==> src/rtl/fpq_pkg.sv <==
package fpq_pkg;

  typedef enum logic [1:0] {
    OPC_FLOW  = 2'd0,
    OPC_LONG  = 2'd1,
    OPC_CSR_A = 2'd2,
    OPC_CSR_B = 2'd3
  } fpq_opc_e;

  // Every class other than the flowing one holds the unit alone.
  function automatic logic opc_blocks(input logic [1:0] cls);
    return cls != OPC_FLOW;
  endfunction

  // Force a requested latency into [lo, hi].
  function automatic int clamp_lat(input int raw, input int lo, input int hi);
    int v;
    v = raw;
    if (v < lo) v = lo;
    if (v > hi) v = hi;
    return v;
  endfunction

  // Occupancy length of a blocking operation.
  function automatic int block_len(input logic [1:0] cls, input int raw,
                                   input int lo, input int hi, input int ctrl);
    if (cls == OPC_LONG) return clamp_lat(raw, lo, hi);
    return ctrl;
  endfunction

endpackage

==> src/rtl/fpq_shift_pipe.sv <==
module fpq_shift_pipe #(
  parameter int DEPTH = 3,
  parameter int TAG_W = 4
) (
  input  logic             clk,
  input  logic             rst_n,
  input  logic             in_valid,
  input  logic [TAG_W-1:0] in_tag,
  output logic             out_valid,
  output logic [TAG_W-1:0] out_tag,
  output logic             occupied
);

  localparam int LAST = DEPTH - 1;

  logic [DEPTH-1:0] stg_v;
  logic [TAG_W-1:0] stg_tag [DEPTH];

  generate
    for (genvar i = 0; i < DEPTH; i++) begin : g_stage
      if (i == 0) begin : g_head
        always_ff @(posedge clk or negedge rst_n) begin
          if (!rst_n) begin
            stg_v[0]   <= 1'b0;
            stg_tag[0] <= '0;
          end else begin
            stg_v[0]   <= in_valid;
            stg_tag[0] <= in_tag;
          end
        end
      end else begin : g_body
        always_ff @(posedge clk or negedge rst_n) begin
          if (!rst_n) begin
            stg_v[i]   <= 1'b0;
            stg_tag[i] <= '0;
          end else begin
            stg_v[i]   <= stg_v[i-1];
            stg_tag[i] <= stg_tag[i-1];
          end
        end

        // Each stage hands its entry on unchanged one cycle later.
        assert_stage_advance_R2: assert property (@(posedge clk) disable iff (!rst_n)
          stg_v[i-1] |=> (stg_v[i] && stg_tag[i] == $past(stg_tag[i-1])));
      end
    end
  endgenerate

  assign out_valid = stg_v[LAST];
  assign out_tag   = stg_tag[LAST];
  assign occupied  = |stg_v;

  // A pipeline exit never appears out of nothing.
  assert_exit_has_source_R8: assert property (@(posedge clk) disable iff (!rst_n)
    !occupied |=> !out_valid);

endmodule

==> src/rtl/fpq_block_timer.sv <==
module fpq_block_timer #(
  parameter int TAG_W   = 4,
  parameter int LAT_MAX = 31,
  parameter int CNT_W   = 5
) (
  input  logic             clk,
  input  logic             rst_n,
  input  logic             start,
  input  logic [CNT_W-1:0] start_len,
  input  logic [TAG_W-1:0] start_tag,
  output logic             active,
  output logic             done,
  output logic [TAG_W-1:0] done_tag,
  output logic             busy
);

  logic [CNT_W-1:0] remain;
  logic [TAG_W-1:0] held_tag;

  assign done     = active && (remain == '0);
  assign busy     = active && !done;
  assign done_tag = held_tag;

  always_ff @(posedge clk or negedge rst_n) begin
    if (!rst_n) begin
      active   <= 1'b0;
      remain   <= '0;
      held_tag <= '0;
    end else if (start) begin
      active   <= 1'b1;
      remain   <= start_len - CNT_W'(1);
      held_tag <= start_tag;
    end else if (done) begin
      active <= 1'b0;
    end else if (active) begin
      remain <= remain - CNT_W'(1);
    end
  end

  // The gate never launches a second blocking operation over a live one.
  assert_start_when_idle_R6: assert property (@(posedge clk) disable iff (!rst_n)
    start |-> !active);

  // A freshly loaded count stays inside the longest allowed latency.
  assert_len_window_R3: assert property (@(posedge clk) disable iff (!rst_n)
    $rose(active) |-> (int'(remain) <= LAT_MAX - 1));

  // Busy may only drop in the completion cycle.
  assert_busy_release_R5: assert property (@(posedge clk) disable iff (!rst_n)
    $fell(busy) |-> done);

endmodule

==> src/rtl/fpq_admit.sv <==
module fpq_admit
  import fpq_pkg::*;
(
  input  logic       req_valid,
  input  logic [1:0] req_class,
  input  logic       blk_active,
  input  logic       pipe_occupied,
  output logic       req_ready,
  output logic       pipe_fire,
  output logic       blk_fire
);

  logic wants_block;

  assign wants_block = opc_blocks(req_class);
  assign req_ready   = !blk_active && (!wants_block || !pipe_occupied);
  assign pipe_fire   = req_valid && req_ready && !wants_block;
  assign blk_fire    = req_valid && req_ready && wants_block;

  assert_fire_exclusive_R8: assert final (!(pipe_fire && blk_fire));

endmodule

==> src/rtl/fpq_issue_gate.sv <==
module fpq_issue_gate
  import fpq_pkg::*;
#(
  parameter int TAG_W      = 4,
  parameter int LAT_W      = 6,
  parameter int PIPE_DEPTH = 3,
  parameter int LAT_MIN    = 17,
  parameter int LAT_MAX    = 31,
  parameter int CTRL_LAT   = 5
) (
  input  logic             clk,
  input  logic             rst_n,
  input  logic             req_valid,
  input  logic [1:0]       req_class,
  input  logic [LAT_W-1:0] req_lat,
  input  logic [TAG_W-1:0] req_tag,
  output logic             req_ready,
  output logic             busy,
  output logic             done_valid,
  output logic [TAG_W-1:0] done_tag
);

  localparam int CNT_W = $clog2(LAT_MAX + 1);

  logic             pipe_fire, blk_fire;
  logic             pipe_occupied, pipe_exit;
  logic [TAG_W-1:0] pipe_exit_tag;
  logic             blk_active, blk_done, blk_busy;
  logic [TAG_W-1:0] blk_done_tag;
  logic [CNT_W-1:0] blk_len;

  assign blk_len = CNT_W'(block_len(req_class, int'(req_lat), LAT_MIN, LAT_MAX, CTRL_LAT));

  fpq_admit u_admit (
    .req_valid     (req_valid),
    .req_class     (req_class),
    .blk_active    (blk_active),
    .pipe_occupied (pipe_occupied),
    .req_ready     (req_ready),
    .pipe_fire     (pipe_fire),
    .blk_fire      (blk_fire)
  );

  fpq_shift_pipe #(.DEPTH(PIPE_DEPTH), .TAG_W(TAG_W)) u_pipe (
    .clk       (clk),
    .rst_n     (rst_n),
    .in_valid  (pipe_fire),
    .in_tag    (req_tag),
    .out_valid (pipe_exit),
    .out_tag   (pipe_exit_tag),
    .occupied  (pipe_occupied)
  );

  fpq_block_timer #(.TAG_W(TAG_W), .LAT_MAX(LAT_MAX), .CNT_W(CNT_W)) u_timer (
    .clk       (clk),
    .rst_n     (rst_n),
    .start     (blk_fire),
    .start_len (blk_len),
    .start_tag (req_tag),
    .active    (blk_active),
    .done      (blk_done),
    .done_tag  (blk_done_tag),
    .busy      (blk_busy)
  );

  assign busy       = blk_busy;
  assign done_valid = pipe_exit || blk_done;
  assign done_tag   = blk_done ? blk_done_tag : pipe_exit_tag;

  // The two completion sources never collide.
  assert_single_done_R8: assert property (@(posedge clk) disable iff (!rst_n)
    !(pipe_exit && blk_done));

  // A blocking launch sees an empty pipeline.
  assert_block_into_empty_R7: assert property (@(posedge clk) disable iff (!rst_n)
    blk_fire |-> !pipe_occupied);

  // Nothing is admitted while the unit is held.
  assert_hold_off_R6: assert property (@(posedge clk) disable iff (!rst_n)
    busy |-> !req_ready);

  // A flowing request enters whenever no blocking operation is live.
  assert_flow_admit_R9: assert property (@(posedge clk) disable iff (!rst_n)
    (!blk_active && req_class == 2'd0) |-> req_ready);

endmodule

==> config.mk <==
export PLATFORM = sky130hd
export DESIGN_NAME = fpq_issue_gate
export DESIGN_NICKNAME = d
export VERILOG_FILES = /design/src/rtl/fpq_pkg.sv /design/src/rtl/fpq_shift_pipe.sv /design/src/rtl/fpq_block_timer.sv /design/src/rtl/fpq_admit.sv /design/src/rtl/fpq_issue_gate.sv
export SDC_FILE = /design/constraint.sdc
export NUM_CORES = 1
export LEC_CHECK = 0
export CORE_ASPECT_RATIO = 2
export CORE_UTILIZATION = 25
export CTS_BUF_LIST = sky130_fd_sc_hd__clkbuf_8
export DETAILED_ROUTE_END_ITERATION = 10
export GPL_ROUTABILITY_DRIVEN = 0
export PLACE_DENSITY_LB_ADDON = 0.08
export SKIP_LAST_GASP = 1
export SYNTH_ARGS = -nofsm -noshare
export SYNTH_HDL_FRONTEND = slang
export SYNTH_SLANG_ARGS = --single-unit
==> constraint.sdc <==
create_clock -name clk -period 2.7 [get_ports clk]
set_input_delay 0.54 -clock clk [delete_from_list [all_inputs] [get_ports clk]]
set_output_delay 0.54 -clock clk [all_outputs]
set_load 0.01 [all_outputs]
# --- Word-level counts from Yosys, hierarchy flattened ---
# Index checks and enable logic that the tools add are counted.
totals:
  ff_bits: 25
  latchBits: 0
  ramBits: 0
  rom_bits: 0
  input_bits: 15
  out_inout_bits: 7
  elab_cells: 45
  mem_count: 0
classes:
  addsub: 2
  n_mul: 0
  n_div: 0
  magnitude_cmp: 2
  eq_ne: 2
  n_shift: 0
  n_mux: 12
  bitwise_logic: 0
  n_reduce_logical: 18
ops:
  columns: ["operator", "count"]
  rows:
  - ["$gt A32 B6 Y1 const B", 1]
  - ["$mux W32", 1]
  - ["$mux W5", 6]
  - ["$sub A5 B1 Y5 const B", 2]
  - ["$logic_and A1 B1 Y1", 6]
  - ["$lt A6 B5 Y1 const B", 1]
  - ["$mux W6", 1]
  - ["$reduce_bool A2 Y1", 3]
  - ["$logic_not A5 Y1", 1]
  - ["$logic_not A1 Y1", 4]
  - ["$mux W4", 1]
  - ["$mux W1", 3]
  - ["$reduce_or A3 Y1", 1]
  - ["$eq A2 B1 Y1 const B", 1]
  - ["$logic_or A1 B1 Y1", 2]
  - ["$ne A2 B2 Y1 const B", 1]
  - ["$reduce_and A2 Y1", 1]

# --- Logic depth before layout (Yosys ltp) ---
logic_depth:
  ltp_word: 9
  mapped_depth: 8
  mapped_depth_nobuf: 8

# --- By module ---
# From an unflattened synthesis, not the netlist that was laid out.
unflattened:
  hier_cells: 92
  hier_area_um2: 1109.8
by_module_without_submodules:
  columns: ["mod", "n_inst", "cells_per_inst", "area_per_inst_um2", "seq_area_each_um2"]
  rows:
  - ["fpq_block_timer", 1, 51, 546.8, 250.2]
  - ["fpq_shift_pipe", 1, 20, 411.6, 375.4]
  - ["fpq_issue_gate", 1, 16, 108.9, 0.0]
  - ["fpq_admit", 1, 5, 42.5, 0.0]

# --- Least setup slack after synthesis ---
# No wires, ideal clock.
synth_timing:
  path_kind: "register to register"
  from: "register u_pipe.stg_v[2] (netlist: u_pipe.out_valid)"
  to: "register u_timer.remain[4]"
  setup_time_ns: 0.069
  arrival_time_ns: 2.181
  required_ns: 2.631
  slack_ns: 0.450
  stages_incl_launch_ff: 8
  n_path_buf: 0
  period_less_slack_ns: 2.250
  path_cell_list: "dfrtp_1 > or3_4 > nor3_4 > o22a_1 > ha_1 > inv_1 > or4_1 > nand3_1"
synth_between:
  elab_chain_cells: 8
  word_cells_on_any_way: 10
  cone_classes: "eq/ne: 1; mux: 1; reduce/logical: 8"
synth_rtl:
  columns: ["item", "line_no", "source"]
  rows:
  - ["from (decl)", "fpq_shift_pipe.sv:16", "logic [DEPTH-1:0] stg_v;"]
  - ["from (signal, indexed assignment)", "fpq_shift_pipe.sv:37", "stg_v[i] <= stg_v[i-1];"]
  - ["$reduce_or A3 Y1 *", "fpq_shift_pipe.sv:51", "assign occupied = |stg_v;"]
  - ["$logic_not A1 Y1 *", "fpq_admit.sv:16", "assign req_ready = !blk_active && (!wants_block || !pipe_occupied);"]
  - ["$logic_or A1 B1 Y1 *", "fpq_admit.sv:16", null]
  - ["$logic_and A1 B1 Y1 *", "fpq_admit.sv:16", null]
  - ["$logic_and A1 B1 Y1 * (2 in series)", "fpq_admit.sv:18", "assign blk_fire = req_valid && req_ready && wants_block;"]
  - ["$ne A2 B2 Y1 (no source line) / $reduce_bool A2 Y1 (equally long branches)", null, null]
  - ["$reduce_and A2 Y1 (no source line)", null, null]
  - ["to (signal assigned)", "fpq_block_timer.sv:31", "remain <= start_len - CNT_W'(1);"]
  - ["to (signal assigned)", "fpq_block_timer.sv:36", "remain <= remain - CNT_W'(1);"]
  - ["to (decl)", "fpq_block_timer.sv:17", "logic [CNT_W-1:0] remain;"]
# Every way passes the cells marked *; elsewhere a longest branch is shown, timed or not.
# A chain may end at the register's enable or synchronous reset.

# --- Worst setup path after layout ---
layout_timing:
  from: "input port req_class[0]"
  to: "output port req_ready"
layout_between:
  elab_chain_cells: 4
layout_rtl:
  columns: ["item", "line_no", "source"]
  rows:
  - ["from (decl)", "fpq_issue_gate.sv:14", "input logic [1:0] req_class,"]
  - ["$reduce_bool A2 Y1", "fpq_pkg.sv:12", "return cls != OPC_FLOW;"]
  - ["$logic_not A1 Y1", "fpq_admit.sv:16", null]
  - ["$logic_or A1 B1 Y1", "fpq_admit.sv:16", null]
  - ["$logic_and A1 B1 Y1", "fpq_admit.sv:16", null]
  - ["to (decl)", "fpq_issue_gate.sv:17", "output logic req_ready,"]
# No other way between the ends.

==> metrics <==
arrival time worst endpoint 2.00 ns; Post-Synth Adder-Cell Area 1.147%; skew final 0.0005140 ns; # setup viols final 0; die area 0.004648 mm^2; post-synthesis cell area 0.001091 mm^2; total clock sinks 25; CTS Hold Buffers Added 0; GRT Overall Usage 11.27%; Cell Pwr Density 867.5 mW/mm^2; Async S/R FF share, synth 100.0%; Clock transition at path regs 0.08 ns; first-pass GRT wire length 3808 um; Period minus WS final 2.536 ns; startpoint type of the worst setup path input port; n_diodes 0; Worst VDD drop 0.0003835 V; Slew Limit Fails 0; DRT Pass-1 Iters 3; H-Tree Depth 1; post_cts resized 0; DR vias 792; vias in the first global route 795; synthesized netlist cell count 90; RSZ-0062 raised after global routing no; Max FO, Critical Path 4; Worst Setup End Kind output pin; total detailed-routing wirelength 2361 um; IO Port Bufs 21; Vert. Die Dim 95.43 um; final hold violations 0; ANT nets after route 0; total power 1.282 mW; crit path kind input port to output pin; setup bufs post-CTS 0; Avg Cell Area, Syn 12.12 um^2; DP HPWL 1852 um; largest net degree at the start of global routing 26; IO Pins 22; drc violations 0; layout cells sized above 1 22.95%; count of state elements after synthesis 25; Hold Crit Class register to register; post-synthesis mux area share 10.21%; Max clock buf depth 2; post-synth cell types 33; post-synthesis net count 106; overflow left after global routing 0; outcome finished, final reports clean; setup_tns 0 ns; Least-Margin Pin Slew 0.3852 ns; worst skew pair latency 0.27 ns; Rows 33; maximum capacitance violations 0; leakage 0.6175 nW; Post-synth EDFFs 0; Wirelength per Cell 13.57 um; CP required 2.16 ns; complex-gate fraction of the synthesized area 10.67%; Initial DRC Count 14; top_reg_cell synth dfrtp_1; sequential fraction of the synthesis area 57.34%; initial core utilization 26.42%; Yosys warning count 0; Post-Synth Simple-Gate Area 18.12%; vias per cell 4.552; xor-xnor portion of the synthesized cell area 0.8028%; Tcrit/Tclk final 93.93%; initial antenna violation count 0; Slew headroom 74.08%; fmax 394.3 MHz; P&R area growth vs syn 35.44%; Floorplan Core Area 0.004129 mm^2; Chip Width 48.71 um; Root Driver clkbuf_8; Nets 139; Inserted Clock Buffers 3; CTS tree yes; largest family of logic cells by synthesized area simple AND/OR/NAND/NOR gates
==> synth_stat cells (all sizes together), types with 2 or more instances <==
cell    number  share of area (%)
dfrtp       25                 57
mux2         9                9.3
nor2         7                2.4
nand2        6                2.1
inv          5                1.7
a21oi        4                1.8
nand3        3                1.8
nor3         3                2.4
a31oi        2                1.1
and2         2                1.1
nand2b       2                1.1
nor2b        2                1.1
o22a         2                1.6
or3          2                1.6
==> power by group <==
group / switching [mW] / internal [mW] / total, mW
Clock: 0.116 / 0.104 / 0.220
Sequential: 0.0668 / 0.464 / 0.531
Combinational: 0.250 / 0.280 / 0.531
==> stage by stage <==
stage / setup WS (ns) / instances / utilization (%) / hold WS [ns] / area, um^2
final: 0.1639 / 174 / 35.79 / 0.3548 / 1478
after CTS: 0.03165 / 174 / 35.55 / 0.3593 / 1468
after detailed placement: 0.02638 / 170 / 34.36 / 0.3365 / 1419
after global routing: 0.05362 / 174 / 35.79 / 0.3688 / 1478
after floorplan: 0.4504 / 90 / - / 0.2444 / 1091
after global placement: 0.06651 / 170 / 34.36 / 0.3355 / 1419
==> worst paths after layout <==
check,start,endpoint,slack (ns),depth (start not counted)
max in group asynchronous,rst_n,u_pipe.stg_tag[6],1.83,2
setup / recovery,req_class[0],req_ready,0.16,5
setup reg to reg,u_pipe.out_valid,u_timer.remain[4],0.48,7
hold / removal,u_pipe.stg_tag[4],u_pipe.out_tag[0],0.35,0
hold reg to reg,u_pipe.stg_tag[4],u_pipe.out_tag[0],0.35,0
min in group asynchronous,rst_n,u_pipe.stg_v[1],0.62,2
==> per-layer routing <==
layer / vias to the layer above / wire (um) / GRT usage [%]
li1: 389 / - / -
met1: 386 / 890 / 11.22
met2: 12 / 1363 / 21.64
met3: 5 / 54 / 2.073
met4: 0 / 53 / 5.882
met5: - / 0 / 0
==> sequential cells by signal, indices dropped and copies added (netlist names) <==
signal,count
u_pipe.out_tag,4
u_pipe.stg_tag,8
u_timer.active,1
u_timer.remain,5
u_pipe.out_valid,1
u_pipe.stg_v,2
u_timer.done_tag,4
==> worst max-delay path, cell delays in order <==
cell and delay (ns):
clkdlybuf4s50_1 0.45, buf_4 0.17, o32ai_2 0.13, and2_1 0.18
clkdlybuf4s50_1 0.53
==> cell type report <==
cell class	instances	area, um^2
tap	52	65.06
clock buffer	3	41.29
timing repair buffer	28	262.8
inverter	5	18.77
multi-input combinational	60	456.7
sequential	25	625.6
clock inverter	1	7.507
fill	419	2651
==> cells by family after synthesis <==
family                   count (synthesis)
adder cells (fa/ha/maj)                  1
flip-flops                              25
buffers and inverters                    5
AND/OR/NAND/NOR                         33
AO/OA/AOI/OAI                           15
multiplexers                            10
XOR/XNOR                                 1
==> cells in the final DEF, fill, tap and decap left out <==
master,netlist,routed
o22ai_1,1,1
buf_4,0,7
nor3_4,1,1
and3_1,1,1
dfrtp_1,25,25
o32ai_2,1,1
mux2i_1,1,1
clkdlybuf4s50_1,0,21
clkbuf_8,0,3
a221o_1,1,1
o22a_1,2,2
nand4b_1,1,1
ha_1,1,1
or3_4,1,1
inv_1,5,5
nand2_1,6,6
nor2_1,7,7
nand3_1,2,1
nor4_1,1,1
nor3b_1,1,1
and2_1,2,2
nor3_1,2,1
o31ai_2,1,1
clkinvlp_4,0,1
nand3_2,1,2
a21oi_1,4,4
a31oi_1,2,2
or3_1,1,1
and4_4,1,1
or4_1,1,1
o311ai_0,1,1
mux2_2,9,9
nand2b_1,2,2
nor3_2,0,1
xnor2_1,1,1
a21o_1,1,1
nor2b_1,2,2
o21ai_1,1,1
Power figures use the tool's default switching activity.
